===== config.mk =====
export PLATFORM = sky130hd
export DESIGN_NAME = uart_rx_wm
export DESIGN_NICKNAME = d
export VERILOG_FILES = /design/src/rtl/uart_rx_wm_pkg.sv /design/src/rtl/uart_rx_wm_tick.sv /design/src/rtl/uart_rx_wm_front.sv /design/src/rtl/uart_rx_wm_deser.sv /design/src/rtl/uart_rx_wm_fifo.sv /design/src/rtl/uart_rx_wm.sv
export SDC_FILE = /design/constraint.sdc
export NUM_CORES = 1
export LEC_CHECK = 0
export CORE_ASPECT_RATIO = 1.4
export CORE_MARGIN = 4
export CORE_UTILIZATION = 40
export CTS_CLUSTER_SIZE = 30
export DETAILED_ROUTE_END_ITERATION = 7
export PLACE_DENSITY = 0.56
export SYNTH_ARGS = -nofsm -noshare
export SYNTH_HDL_FRONTEND = slang
export SYNTH_SLANG_ARGS = --single-unit

===== constraint.sdc =====
create_clock -name clk -period 6.05 [get_ports clk]
set_input_delay 0.605 -clock clk [delete_from_list [all_inputs] [get_ports clk]]
set_output_delay 0.605 -clock clk [all_outputs]
set_load 0.03 [all_outputs]

===== src/rtl/uart_rx_wm_pkg.sv =====
package uart_rx_wm_pkg;
  localparam int unsigned CHAR_BITS = 8;

  typedef enum logic [1:0] {
    ST_IDLE,
    ST_START,
    ST_DATA,
    ST_STOP
  } rx_state_e;

  typedef struct packed {
    logic                 ferr;
    logic [CHAR_BITS-1:0] data;
  } rx_char_t;
endpackage


===== src/rtl/uart_rx_wm_tick.sv =====
module uart_rx_wm_tick #(
  parameter int unsigned DIV_W = 16
) (
  input  logic             clk,
  input  logic             rst_n,
  input  logic [DIV_W-1:0] div,
  output logic             tick
);
  logic [DIV_W-1:0] cnt_q;

  always_ff @(posedge clk or negedge rst_n) begin
    if (!rst_n) begin
      cnt_q <= '0;
      tick  <= 1'b0;
    end else if (cnt_q >= div) begin
      cnt_q <= '0;
      tick  <= 1'b1;
    end else begin
      cnt_q <= cnt_q + 1'b1;
      tick  <= 1'b0;
    end
  end
endmodule


===== src/rtl/uart_rx_wm_front.sv =====
module uart_rx_wm_front #(
  parameter int unsigned SYNC_STAGES = 2
) (
  input  logic clk,
  input  logic rst_n,
  input  logic loop_en,
  input  logic rx_pin,
  input  logic tx_loop,
  output logic line
);
  logic                   raw;
  logic [SYNC_STAGES-1:0] sync_q;

  assign raw = loop_en ? tx_loop : rx_pin;

  always_ff @(posedge clk or negedge rst_n) begin
    if (!rst_n) sync_q <= '1;
    else        sync_q <= {sync_q[SYNC_STAGES-2:0], raw};
  end

  assign line = sync_q[SYNC_STAGES-1];
endmodule


===== src/rtl/uart_rx_wm_deser.sv =====
module uart_rx_wm_deser
  import uart_rx_wm_pkg::*;
(
  input  logic     clk,
  input  logic     rst_n,
  input  logic     tick,
  input  logic     active,
  input  logic     hs_sel,
  input  logic     line,
  output logic     push,
  output rx_char_t push_char
);
  localparam int unsigned CNT_W = 4;
  localparam int unsigned BIT_W = $clog2(CHAR_BITS);

  rx_state_e            state_q;
  logic [CNT_W-1:0]     cnt_q;
  logic [BIT_W-1:0]     bit_q;
  logic [CHAR_BITS-1:0] shift_q;
  logic                 hs_q;
  logic                 armed_q;
  logic [CNT_W-1:0]     last_tick;
  logic [CNT_W-1:0]     mid_tick;

  assign last_tick = hs_q ? CNT_W'(7) : CNT_W'(15);
  assign mid_tick  = hs_q ? CNT_W'(3) : CNT_W'(7);

  always_ff @(posedge clk or negedge rst_n) begin
    if (!rst_n) begin
      state_q   <= ST_IDLE;
      cnt_q     <= '0;
      bit_q     <= '0;
      shift_q   <= '0;
      hs_q      <= 1'b0;
      armed_q   <= 1'b0;
      push      <= 1'b0;
      push_char <= '0;
    end else begin
      push <= 1'b0;
      unique case (state_q)
        ST_IDLE: begin
          if (line) armed_q <= 1'b1;
          if (tick && active && armed_q && !line) begin
            state_q <= ST_START;
            cnt_q   <= '0;
            hs_q    <= hs_sel;
            armed_q <= 1'b0;
          end
        end
        ST_START: if (tick) begin
          if (cnt_q == mid_tick) begin
            cnt_q   <= '0;
            bit_q   <= '0;
            state_q <= line ? ST_IDLE : ST_DATA;
          end else begin
            cnt_q <= cnt_q + 1'b1;
          end
        end
        ST_DATA: if (tick) begin
          if (cnt_q == last_tick) begin
            cnt_q   <= '0;
            shift_q <= {line, shift_q[CHAR_BITS-1:1]};
            if (bit_q == BIT_W'(CHAR_BITS - 1)) state_q <= ST_STOP;
            else                                bit_q   <= bit_q + 1'b1;
          end else begin
            cnt_q <= cnt_q + 1'b1;
          end
        end
        ST_STOP: if (tick) begin
          if (cnt_q == last_tick) begin
            cnt_q          <= '0;
            push           <= 1'b1;
            push_char.data <= shift_q;
            push_char.ferr <= ~line;
            state_q        <= ST_IDLE;
          end else begin
            cnt_q <= cnt_q + 1'b1;
          end
        end
        default: state_q <= ST_IDLE;
      endcase
    end
  end
endmodule


===== src/rtl/uart_rx_wm_fifo.sv =====
module uart_rx_wm_fifo
  import uart_rx_wm_pkg::*;
#(
  parameter int unsigned DEPTH = 16,
  parameter int unsigned LVL_W = $clog2(DEPTH + 1)
) (
  input  logic             clk,
  input  logic             rst_n,
  input  logic             push,
  input  rx_char_t         push_char,
  input  logic             rd_ready,
  input  logic             rts_en,
  input  logic [LVL_W-1:0] wm_level,
  output logic             rd_valid,
  output rx_char_t         head,
  output logic [LVL_W-1:0] level,
  output logic             full,
  output logic             rts,
  output logic             overrun
);
  localparam int unsigned ADDR_W = (DEPTH > 1) ? $clog2(DEPTH) : 1;

  rx_char_t          mem_q [DEPTH];
  logic [ADDR_W-1:0] wptr_q, rptr_q;
  logic              wr, rd;

  assign full     = (level == LVL_W'(DEPTH));
  assign rd_valid = (level != '0);
  assign wr       = push && !full;
  assign rd       = rd_valid && rd_ready;
  assign head     = mem_q[rptr_q];
  assign rts      = !rts_en || (level < wm_level);

  function automatic logic [ADDR_W-1:0] bump(input logic [ADDR_W-1:0] p);
    return (p == ADDR_W'(DEPTH - 1)) ? '0 : p + 1'b1;
  endfunction

  always_ff @(posedge clk or negedge rst_n) begin
    if (!rst_n) begin
      wptr_q  <= '0;
      rptr_q  <= '0;
      level   <= '0;
      overrun <= 1'b0;
    end else begin
      overrun <= push && full;
      if (wr) wptr_q <= bump(wptr_q);
      if (rd) rptr_q <= bump(rptr_q);
      if (wr && !rd)      level <= level + 1'b1;
      else if (rd && !wr) level <= level - 1'b1;
    end
  end

  for (genvar i = 0; i < DEPTH; i++) begin : g_slot
    always_ff @(posedge clk or negedge rst_n) begin
      if (!rst_n)                          mem_q[i] <= '0;
      else if (wr && wptr_q == ADDR_W'(i)) mem_q[i] <= push_char;
    end
  end
endmodule


===== src/rtl/uart_rx_wm.sv =====
module uart_rx_wm
  import uart_rx_wm_pkg::*;
#(
  parameter int unsigned DIV_W = 16,
  parameter int unsigned DEPTH = 16,
  parameter int unsigned LVL_W = $clog2(DEPTH + 1)
) (
  input  logic             clk,
  input  logic             rst_n,
  input  logic             uart_en,
  input  logic             rx_en,
  input  logic             loop_en,
  input  logic             hs_sel,
  input  logic             rts_en,
  input  logic [DIV_W-1:0] baud_div,
  input  logic [LVL_W-1:0] wm_level,
  input  logic             rx_pin,
  input  logic             tx_loop,
  output logic             rd_valid,
  input  logic             rd_ready,
  output logic [7:0]       rd_data,
  output logic             rd_ferr,
  output logic [LVL_W-1:0] fifo_level,
  output logic             fifo_full,
  output logic             rts_o,
  output logic             overrun_o
);
  logic     tick, line, push;
  rx_char_t push_char, head;

  uart_rx_wm_tick #(.DIV_W(DIV_W)) u_tick (
    .clk(clk), .rst_n(rst_n), .div(baud_div), .tick(tick)
  );

  uart_rx_wm_front #(.SYNC_STAGES(2)) u_front (
    .clk(clk), .rst_n(rst_n), .loop_en(loop_en),
    .rx_pin(rx_pin), .tx_loop(tx_loop), .line(line)
  );

  uart_rx_wm_deser u_deser (
    .clk(clk), .rst_n(rst_n), .tick(tick), .active(uart_en && rx_en),
    .hs_sel(hs_sel), .line(line), .push(push), .push_char(push_char)
  );

  uart_rx_wm_fifo #(.DEPTH(DEPTH), .LVL_W(LVL_W)) u_fifo (
    .clk(clk), .rst_n(rst_n), .push(push), .push_char(push_char),
    .rd_ready(rd_ready), .rts_en(rts_en), .wm_level(wm_level),
    .rd_valid(rd_valid), .head(head), .level(fifo_level),
    .full(fifo_full), .rts(rts_o), .overrun(overrun_o)
  );

  assign rd_data = head.data;
  assign rd_ferr = head.ferr;
endmodule


Yosys cells after proc, flatten, opt, wreduce, memory -nomap -nowiden
Index checks and enable logic that the tools add are counted.
{"block": "totals", "regBits": 206, "latch_bits": 0, "mem_bits_rw": 0, "rom_bits": 0, "input_bits": 31, "out_inout_bits": 18, "word_cells": 177, "memories": 0}
{"block": "classes", "add_sub_neg": 7, "n_mul": 0, "div_mod_pow": 0, "order_cmp": 3, "n_eq_ne": 33, "shift": 0, "muxes": 39, "bitwise": 2, "reduce_logical": 45}
{"operator": "$bmux W9 S4", "count": 1}
{"operator": "$eq A4 B4 Y1 const B", "count": 9}
{"operator": "$mux W4", "count": 8}
{"operator": "$logic_and A1 B1 Y1", "count": 25}
{"operator": "$mux W2", "count": 9}
{"operator": "$mux W3", "count": 6}
{"operator": "$mux W9", "count": 2}
{"operator": "$add A16 B1 Y16 const B", "count": 1}
{"operator": "$eq A4 B3 Y1 const B", "count": 4}
{"operator": "$ge A16 B16 Y1", "count": 1}
{"operator": "$mux W16", "count": 1}
{"operator": "$add A4 B1 Y4 const B", "count": 3}
{"operator": "$ne A2 B1 Y1 const B", "count": 6}
{"operator": "$pmux W4 S3", "count": 1}
{"operator": "$mux W5", "count": 2}
{"operator": "$reduce_and A3 Y1", "count": 3}
{"operator": "$eq A4 B2 Y1 const B", "count": 2}
{"operator": "$eq A4 B4 Y1", "count": 2}
{"operator": "$ne A2 B2 Y1 const B", "count": 4}
{"operator": "$pmux W2 S4", "count": 1}
{"operator": "$reduce_and A8 Y1", "count": 1}
{"operator": "$mux W1", "count": 7}
{"operator": "$pmux W3 S2", "count": 1}
{"operator": "$reduce_and A6 Y1", "count": 1}
{"operator": "20 further kinds", "count": 28}

Longest topological paths before layout
Gate-level depths: netlist of run 1.
{"block": "logic_depth", "word_depth": 7, "mapped_depth": 10, "ltp_nobuf": 10}

Cells and area by module
From an unflattened synthesis of run 1, not the netlist that was laid out.
{"block": "hier_totals", "hier_cells": 771, "area_unflattened_um2": 10186.0}
{"mod": "uart_rx_wm_fifo", "instances": 1, "cells_per_inst": 535, "area_each_um2": 7487.2, "seq_area_each_um2": 3953.8}
{"mod": "uart_rx_wm_deser", "instances": 1, "cells_per_inst": 101, "area_each_um2": 1336.3, "seq_area_each_um2": 725.7}
{"mod": "uart_rx_wm_tick", "instances": 1, "cells_per_inst": 131, "area_each_um2": 1288.7, "seq_area_each_um2": 425.4}
{"mod": "uart_rx_wm_front", "instances": 1, "cells_per_inst": 3, "area_each_um2": 67.6, "seq_area_each_um2": 52.6}
{"mod": "uart_rx_wm", "instances": 1, "cells_per_inst": 1, "area_each_um2": 6.3, "seq_area_each_um2": 0.0}

Worst setup path before layout of run 1
OpenSTA, ideal clock, no wires.
{"block": "synth_timing", "path_kind": "reg-to-reg", "from": "register u_fifo.level[1]", "to": "register u_fifo.level[4]", "setup_time_ps": 138, "arrival_time_ps": 2522, "t_required_ps": 5912, "setup_slack_ps": 3390, "path_stages_with_launch": 11, "n_path_buf": 0, "synth_period_minus_slack_ps": 2660, "cell_sequence": "dfrtp_1 -> nor4_4 -> and2_4 -> nor2_1 -> ha_1 -> inv_1 -> ha_1 -> a21o_1 -> a21oi_1 -> mux2i_1 -> xnor2_1"}
{"block": "synth_between", "elab_chain_len": 6, "elab_cells_between_ends": 14, "classes_between": "add/sub (2); eq/ne (1); mux (2); reduce/logical (9)"}
{"item": "start: declaration", "line": "uart_rx_wm_fifo.sv:16", "rtl": "output logic [LVL_W-1:0] level,"}
{"item": "start signal: assignment", "line": "uart_rx_wm_fifo.sv:48", "rtl": "if (wr && !rd) level <= level + 1'b1;"}
{"item": "start signal: assignment", "line": "uart_rx_wm_fifo.sv:49", "rtl": "else if (rd && !wr) level <= level - 1'b1;"}
{"item": "$eq A5 B5 Y1 *", "line": "uart_rx_wm_fifo.sv:27", "rtl": "assign full = (level == LVL_W'(DEPTH));"}
{"item": "net fifo_full", "line": "uart_rx_wm.sv:24", "rtl": "output logic fifo_full,"}
{"item": "$logic_not A1 Y1 *", "line": "uart_rx_wm_fifo.sv:29", "rtl": "assign wr = push && !full;"}
{"item": "$logic_and A1 B1 Y1 *", "line": "uart_rx_wm_fifo.sv:29"}
{"item": "net u_fifo.wr", "line": "uart_rx_wm_fifo.sv:25", "rtl": "logic wr, rd;"}
{"item": "$logic_not A1 Y1", "line": "uart_rx_wm_fifo.sv:49"}
{"item": "$logic_and A1 B1 Y1", "line": "uart_rx_wm_fifo.sv:49"}
{"item": "$reduce_bool A2 Y1 (no source line)"}
Mark *: on every way through the listed nets, which the timed path passes. The rest lies on a longest branch. The select of a mux whose other input is x is not followed.
A chain may end at the register's enable or synchronous reset.

Worst setup path after layout of run 1
{"block": "layout_timing", "from": "register u_fifo.rptr_q[0]", "to": "output rd_data[1]"}
{"block": "layout_between", "elab_chain_len": 4}
{"item": "start: declaration", "line": "uart_rx_wm_fifo.sv:24", "rtl": "logic [ADDR_W-1:0] wptr_q, rptr_q;"}
{"item": "start signal: assignment", "line": "uart_rx_wm_fifo.sv:47", "rtl": "if (rd) rptr_q <= bump(rptr_q);"}
{"item": "$not A4 Y5 (implied by the code)", "line": "uart_rx_wm_fifo.sv:31", "rtl": "assign head = mem_q[rptr_q];"}
{"item": "$bmux W9 S4", "line": "uart_rx_wm_fifo.sv:31"}
{"item": "$mux W9 (implied by the code) (2 in series)", "line": "uart_rx_wm_fifo.sv:31"}
{"item": "end: declaration", "line": "uart_rx_wm.sv:21", "rtl": "output logic [7:0] rd_data,"}
Every way passes these cells. The select of a mux whose other input is x is not followed.

==> flow_summary.ini, run 1 <==
[timing]
grt_setup_unrepaired = no
finalSetupTns_ns = 0
final-max-slew-violation-count = 0
relSlewSlack_pct = 32.4
hold_slack_ns = 0.176
tightest_slew_ns = 1.01
hold_viol_final = 0
skew_ns = 0.0104
period_minus_slack_ns = 4.17
setup_viol = 0
fmax_ghz = 0.240
fin_crit_sh_pct = 69.0

[global_routing]
grt_pass1_wl_um = 34400
met2_usage_pct = 28.6
grt_usage_pct = 15.3
grt_pass1_vias = 6535
globalRoute.busiestLayer = met2
overflow = 0
grt_antenna_before_repair = 0
grt_start_max_net_pins = 121
gr-usage-met3_pct = 1.85
met1_usage_pct = 18.6

[critical_path]
cp-end-kind = output port
cp-start-kind = flip-flop
worstPathRequired_ns = 5.44
arrival_ns = 3.57
path_class = flip-flop to output port
crit_fanout = 27

[routing]
dr.pass1.iters = 4
wirelength_um = 20700
wl_per_cell_um = 18.6
viasPerCell = 5.34
vias = 5943
first_iter_violations = 257
route.detailed.drc = 0
drtAntennaViolNets = 0

[cts]
clk_pin_slew_ns = 0.06
clk_latency_ns = 0.49
cts-resized-gates = 0
cts_max_level = 1
clock_path_buffers = 3
cts.hold.buffers_added = 0
post_cts_buffers = 0
cts_tree = built
cts_buffers = 22
clock_sinks = 206
cts_root_buf = clkbuf_16

[run_status]
status = finished, final reports clean

[power]
p_int_mw = 2.56
power_frac_comb_pct = 19.4
power.density_nw_per_um2 = 318
p_clk_share_pct = 36.5
power_frac_seq_pct = 44.2
p_leak_nw = 5.56
vdd_drop_max_mv = 0.192
switching_share_pct = 29.5
switchingPower_mw = 1.07
finalPower_mw = 3.64

[finish]
num_antenna_cells = 0
area_growth_pct = 14.7
drive_gt1_share_pct = 26.1
fin_nets = 852

[logic_synthesis]
syn_inst = 746
synth.distinct_cells = 47
netlist_area_um2 = 9970
synth_nets = 812
syn_avg_cell_area_um2 = 13.4
synth-edff-count = 0
yosysSeqAreaShare_pct = 51.7
synth_ff_type = dfrtp_1
ys_warn_count = 0
yosys.area.top_type = dfrtp_1
async_flop_share_pct = 100
synth.top_cells.by_area = dfrtp_1, mux2_2, mux4_2
synth_seq_cells = 206
synth_top_cell_area_share_pct = 51.2

[die]
rows = 68
fp.dieArea_um2 = 27600
initial_core_util_pct = 40.6
die_w_um = 141
die_h_um = 195
ios = 49
fp.coreArea_um2 = 24600

[min_path]
min_path_type = primary input to asynchronous set/reset pin

[placed_design]
io_buffers = 48
dp_hpwl_um = 14400
place_congestion = 0.788

[flow_run]
max_cap_violations = 0
metrics by stage:
stage,setup WS [ns],instance area [um2],instances,util (%)
after floorplan,3.39,9970,746,-
after global placement,2.34,10700,1077,43.6
after detailed placement,2.32,10700,1077,43.6
after CTS,1.79,11400,1113,46.5
after global routing,1.61,11400,1113,46.5
final,1.88,11400,1113,46.5
area by class of cell:
cell class              count  area, um2
clock buffers              30        622
clock inverters             6       82.6
fillers                  2193      13200
inverters                  35        131
multi-input cells         468       4520
flip-flops and latches    206       5160
well taps                 315        394
repair buffers             53        522
flip-flops by register name, summed over array words and instances, names as in the netlist, named ones only:
name and count:
u_fifo.mem_q 144, u_tick.cnt_q 16, u_deser.push_char 9, u_deser.shift_q 8, u_fifo.level 5, u_deser.cnt_q 4, u_fifo.rptr_q 4, u_fifo.wptr_q 4
u_deser.bit_q 3, u_front.sync_q 2, u_deser.armed_q 1, u_deser.hs_q 1, u_deser.push 1, u_deser.state_q 1, u_fifo.overrun 1, u_tick.tick 1
cells in the mapped netlist, drive strengths merged, types with 2 or more instances:
library cell and count:
nor2b 13, nand4 6, a31oi 3, and2 2, mux4 36, nand2b 4, nand2 40, nor4 2
clkbuf 23, dfstp 2, a21boi 3, a211oi 11, nand3 16, and4 2, o31ai 2, xor2 10
dfrtp 204, o21ai 18, mux2i 14, buf 14, xnor2 13, a21o 3, inv 35, and3 8
nor3 4, mux2 163, nor2 32, a21oi 19, ha 34
path summary, 6_finish.rpt:
| path | startpoint | to | slack (ns) | cells past startpoint |
|---|---|---|---|---|
| hold reg to reg | u_front.sync_q[0]$_DFF_PN1_ | u_front.sync_q[1]$_DFF_PN1_ | 0.35 | 0 |
| min in group clk | u_front.sync_q[0]$_DFF_PN1_ | u_front.sync_q[1]$_DFF_PN1_ | 0.35 | 0 |
| setup reg to reg | u_fifo.level[1]$_DFFE_PN0P_ | u_fifo.level[4]$_DFFE_PN0P_ | 3.20 | 10 |
| max in group asynchronous | rst_n | u_fifo.rptr_q[0]$_DFFE_PN0P_ | 4.54 | 2 |
| setup / recovery | u_fifo.rptr_q[0]$_DFFE_PN0P_ | rd_data[1] | 1.88 | 6 |
| hold / removal | rst_n | u_fifo.mem_q[30]$_DFFE_PN0P_ | 0.18 | 1 |
critical path: stages (launching register included):
cell and delay (ns):
dfrtp_2 0.92, buf_4 0.45, mux4_2 0.55, nor2b_1 0.15
a211oi_1 0.25, a21oi_1 0.09, clkdlybuf4s50_1 0.64
power groups by stage:
stage	Combinational, mW	Clock [mW]	Sequential, mW
after floorplan	0.519	0	1.55
after global placement	0.691	0	1.63
after detailed placement	0.715	0	1.64
after CTS	0.717	1.36	1.61
after global routing	0.774	1.43	1.63
final	0.704	1.33	1.61
placed cells by master, fill, tap and decap left out, drive strengths merged, types with 10 or more instances in the layout:
cell type        n
dfrtp          204
mux2           163
clkdlybuf4s50   47
nand2           40
mux4            36
inv             35
ha              34
nor2            32
clkbuf          31
a21oi           19
o21ai           18
nand3           16
mux2i           14
xnor2           13
nor2b           13
a211oi          11
xor2            10
layer usage:
layer / routed length, um / share of wire, % / vias up
li1: - / - / 2753
met1: 8470 / 41 / 3097
met2: 11300 / 54 / 64
met3: 542 / 2.6 / 29
met4: 405 / 2.0 / 0
met5: 0 / 0 / -
cells by family after synthesis:
logic type / synth area share, %
compound gates: 4.14
xor+xnor: 2.02
fa+ha+maj: 4.47
buf+inv: 2.92
flops: 51.7
mux: 27.9
simple gates: 6.79
(Power assumes the default switching activity.)
==> run 2: changes to the inputs <==
--- a/config.mk
+++ b/config.mk
@@ -10,7 +10,7 @@
 export CORE_UTILIZATION = 40
 export CTS_CLUSTER_SIZE = 30
 export DETAILED_ROUTE_END_ITERATION = 7
-export PLACE_DENSITY = 0.56
+export PLACE_DENSITY = 0.58
 export SYNTH_ARGS = -nofsm -noshare
 export SYNTH_HDL_FRONTEND = slang
 export SYNTH_SLANG_ARGS = --single-unit
==> constraint.sdc (replaced) <==
create_clock -name clk -period 3.5 [get_ports clk]
set_input_delay 0.35 -clock clk [delete_from_list [all_inputs] [get_ports clk]]
set_output_delay 0.35 -clock clk [all_outputs]
set_load 0.03 [all_outputs]
==> flow_summary.ini, run 2 (synthesized netlist as in run 1, its figures left out) <==
[cts]
clk_latency_ns = 0.50
cts_root_buf = clkbuf_16
cts_buffers = 23
cts_max_level = 1
clk_pin_slew_ns = 0.06
clock_path_buffers = 3
cts.hold.buffers_added = 0
cts_tree = built
clock_sinks = 206

[critical_path]
cp-end-kind = output port
critPathBufInv = 2
worstPathRequired_ns = 3.15
cp_slowest_cell = clkdlybuf4s50_1
rr_endpoint = u_fifo.level[4]$_DFFE_PN0P_
reg2reg_slack_ns = 0.64
arrival_ns = 2.89
cp-start-kind = flip-flop
reg2regPathDepth = 10
cpPeakStageDelay_ns = 0.65
crit_fanout = 10
path_class = flip-flop to output port
r2r_start = u_fifo.level[1]$_DFFE_PN0P_
crit_chain = buf_4 > mux4_2 > nor2b_1 > a211oi_1 > a21oi_1 > clkdlybuf4s50_1
critPathTopFamily = buffers and inverters

[run_status]
status = finished with violations
violations = negative hold slack

[power]
power.density_nw_per_um2 = 549
vdd_drop_max_mv = 0.343
p_leak_nw = 5.64

[routing]
first_iter_violations = 218
top_layer_used = met4
wirelength_um = 21400
wl_met3_um = 578
drtAntennaViolNets = 0
dr_wl_met2_um = 11600
vias = 6061
dr.pass1.iters = 5
drt-met1-wl_um = 8670
route.detailed.drc = 0
viasPerCell = 5.35
wl_per_cell_um = 18.9

[timing]
fin_crit_sh_pct = 92.4
hold_slack_ns = -0.0517
fmax_ghz = 0.309
grt_setup_unrepaired = no
hold_viol_final = 19
finalSetupTns_ns = 0
tightest_slew_ns = 0.918
period_minus_slack_ns = 3.24
setup_viol = 0
relSlewSlack_pct = 38.8
skew_ns = 0.00649
final-max-slew-violation-count = 0

[placed_design]
dp_hpwl_um = 14500
place_congestion = 0.770
io_buffers = 48

[global_routing]
grt_pass1_wl_um = 35200
grt_start_max_net_pins = 113
grt_usage_pct = 15.8
overflow = 0
grt_antenna_before_repair = 0
grt_pass1_vias = 6639

[min_path]
min_path_type = primary input to asynchronous set/reset pin

[finish]
fin_nets = 868
largest_register_ffs = 144
top_regs = u_fifo.mem_q: 144 flops, u_tick.cnt_q: 16 flops, u_deser.push_char: 9 flops
num_antenna_cells = 0
fin_util_pct = 47.0
drive_gt1_share_pct = 27.5
layout_commonest_cell = dfrtp_1
layout_common_cells = dfrtp_1, mux2_2, clkdlybuf4s50_1, mux2_1
largest_register = u_fifo.mem_q
area_growth_pct = 15.9

[die]
ios = 49
die_w_um = 141
die_h_um = 195
fp.dieArea_um2 = 27600
fp.coreArea_um2 = 24600
rows = 68
initial_core_util_pct = 40.6

[flow_run]
max_cap_violations = 0
run 2: cell count changes in the layout (fill, tap and decap cells not counted):
| cell | before | now |
|---|---|---|
| buf_12 | 0 | 2 |
| buf_4 | 5 | 18 |
| bufinv_16 | 2 | 0 |
| clkbuf_1 | 5 | 7 |
| clkbuf_8 | 3 | 4 |
| clkinv_2 | 3 | 5 |
| dfrtp_2 | 1 | 0 |
| dfrtp_4 | 0 | 1 |
| inv_6 | 0 | 1 |
run 2: metal layers:
layer,track usage (%),vias up
li1,-,2787
met1,19.2,3144
met2,29.0,97
met3,2.04,33
met4,4.55,0
met5,0,-
run 2: per-stage QoR:
stage	hold slack (ns)	instance area [um2]	power [mW]	std cells	setup slack, ns
floorplan	0.0544	9970	3.58	746	0.840
global route	0.0395	11600	6.67	1132	0.152
finish	-0.0517	11600	6.34	1132	0.265
CTS	0.00705	11500	6.37	1123	0.0423
detailed placement	0.349	10800	4.12	1083	0.455
global placement	0.347	10800	4.08	1083	0.473
run 2: worst max-delay path by stage:
stage          cells past startpoint                          from                          end  slack (ns)
6_report                           6  u_fifo.rptr_q[0]$_DFFE_PN0P_                   rd_data[3]        0.26
2_1_floorplan                     10   u_fifo.level[1]$_DFFE_PN0P_  u_fifo.level[4]$_DFFE_PN0P_        0.84
3_5_place_dp                       6  u_fifo.rptr_q[0]$_DFFE_PN0P_                      rd_ferr        0.46
5_1_grt                            6  u_fifo.rptr_q[0]$_DFFE_PN0P_                   rd_data[3]        0.15
4_1_cts                            6  u_fifo.rptr_q[0]$_DFFE_PN0P_                      rd_ferr        0.04
3_3_place_gp                       6  u_fifo.rptr_q[0]$_DFFE_PN0P_                      rd_ferr        0.47
run 2: repair_timing:
| action | in CTS | in global routing |
|---|---|---|
| setup buffers | 0 | 9 |
| setup endpoints to repair | 5 | 3 |
| gates resized for setup | 1 | 0 |
run 2: layout make-up:
cell class,instances,area (um2)
fill,2197,13000
sequential,206,5160
multi-input combinational,468,4520
timing repair buffer,68,659
clock buffer,33,643
tap,315,394
inverter,35,131
clock inverter,7,41.3
run 2: power breakdown:
| part | total (mW) | switching (mW) | leakage [nW] | internal, mW |
|---|---|---|---|---|
| logic | 1.46 | 0.780 | 2.47 | 0.678 |
| registers | 2.68 | 0.199 | 2.83 | 2.48 |
| clock network | 2.21 | 0.932 | 0.337 | 1.27 |
| total | 6.34 | 1.91 | 5.64 | 4.43 |
==> run 3: changes to the inputs <==
--- a/config.mk
+++ b/config.mk
@@ -6,8 +6,9 @@
 export NUM_CORES = 1
 export LEC_CHECK = 0
 export CORE_ASPECT_RATIO = 1.4
-export CORE_MARGIN = 4
+export CORE_MARGIN = 5
 export CORE_UTILIZATION = 40
+export CTS_BUF_LIST = sky130_fd_sc_hd__clkbuf_4
 export CTS_CLUSTER_SIZE = 30
 export DETAILED_ROUTE_END_ITERATION = 7
 export PLACE_DENSITY = 0.58
==> flow_summary.ini, run 3 (synthesized netlist as in run 1, its figures left out) <==
[run_status]
status = finished, final reports clean

[min_path]
min_path_type = primary input to flip-flop
hold_path_depth = 2

[finish]
fin_nets = 886
fin_util_pct = 46.7
area_growth_pct = 15.1
layout_common_cells = dfrtp_1, mux2_2, clkbuf_4, clkdlybuf4s50_1, mux2_1
largest_register = u_fifo.mem_q
multi_input_comb_area_um2 = 4520
layout_commonest_cell = dfrtp_1
fill_cells = 2195
top_regs = u_fifo.mem_q: 144 flops, u_tick.cnt_q: 16 flops, u_deser.push_char: 9 flops
largest_register_ffs = 144
regArea_um2 = 5160
drive_gt1_share_pct = 30.2

[timing]
relSlewSlack_pct = 36.2
skew_ns = 0.0326
hold_slack_ns = 0.291
period_minus_slack_ns = 3.27
final-max-slew-violation-count = 0
tightest_slew_ns = 0.957
finalSetupTns_ns = 0
fmax_ghz = 0.306
setup_viol = 0
hold_viol_final = 0
grt_setup_unrepaired = no
fin_ws_ns = 0.233
fin_crit_sh_pct = 93.4

[cts]
cts_max_level = 2
cts_tree = built
clk_pin_slew_ns = 0.08
clock_path_buffers = 3
clk_latency_ns = 0.67
clock_sinks = 206
cts_root_buf = clkbuf_4
cts_buffers = 50
post_cts_buffers = 0

[critical_path]
cp-start-kind = flip-flop
crit_fanout = 27
worstPathRequired_ns = 3.15
path_class = flip-flop to output port
reg2regPathDepth = 11
cp-end-kind = output port
arrival_ns = 2.92
reg2reg_slack_ns = 0.71

[placed_design]
io_buffers = 48
dp_hpwl_um = 15000
place_ws_ns = 0.626
place_congestion = 0.784

[die]
ios = 49
die_w_um = 143
fp.dieArea_um2 = 28200
initial_core_util_pct = 40.6
die_h_um = 197
rows = 68
fp.coreArea_um2 = 24600

[routing]
route.detailed.drc = 0
vias = 6223
wirelength_um = 21800
first_iter_violations = 175
dr.pass1.iters = 4
wl_per_cell_um = 18.7
viasPerCell = 5.31
drtAntennaViolNets = 0

[power]
power.density_nw_per_um2 = 535
p_leak_nw = 5.68
vdd_drop_max_mv = 0.351

[global_routing]
grt_antenna_before_repair = 1
grt_usage_pct = 16.3
grt_pass1_wl_um = 36300
grt_start_max_net_pins = 118
overflow = 0
grt_pass1_vias = 6945

[flow_run]
max_cap_violations = 0
==> run 3: routing by layer <==
metal  GRT usage [%]  wire length, um
met1            18.9             8530
met2            29.5            12000
met3            3.28              746
met4            6.18              597
met5               0                0
==> run 3: worst paths after layout <==
path                                               from                           end
setup / recovery           u_fifo.rptr_q[0]$_DFFE_PN0P_                    rd_data[1]
hold / removal                                  tx_loop   u_front.sync_q[0]$_DFF_PN1_
setup reg to reg            u_fifo.level[1]$_DFFE_PN0P_   u_fifo.level[4]$_DFFE_PN0P_
hold reg to reg             u_front.sync_q[0]$_DFF_PN1_   u_front.sync_q[1]$_DFF_PN1_
max in group asynchronous                         rst_n  u_fifo.mem_q[48]$_DFFE_PN0P_
min in group asynchronous                         rst_n  u_fifo.mem_q[35]$_DFFE_PN0P_
==> run 3: where the power goes <==
group,leakage (nW),switching [mW],internal [mW]
clock network,0.394,0.936,1.15
registers,2.83,0.197,2.47
logic,2.45,0.782,0.600
==> run 3: timing repair <==
| item | in CTS | in global routing |
|---|---|---|
| hold buffers | 1 | 0 |
| endpoints found under the hold margin | 114 | 0 |
| gates resized for setup | 7 | 0 |
| setup endpoints to repair | 7 | 0 |
==> run 3: final cells by class <==
cell class,count,share of cell area (%)
sequential,206,44.9
inverter,35,1.14
clock buffer,71,4.64
multi-input combinational,468,39.4
tap,315,3.43
timing repair buffer,59,5.21
antenna,1,0.0218
clock inverter,16,1.23
==> run 3: per-stage QoR <==
step	area [um2]	power [mW]	std cells
after floorplan	9970	3.58	746
after global placement	10800	4.11	1082
after detailed placement	10800	4.15	1082
after CTS	11500	6.26	1170
after global routing	11500	6.51	1171
final	11500	6.14	1171
==> run 3: critical path, stage by stage (launching register included) <==
cell and delay [ns]:
dfrtp_2 0.53, buf_12 0.28, mux4_2 0.52, nor2b_1 0.14, a211oi_1 0.27, a21oi_1 0.08
dlygate4sd2_1 0.41
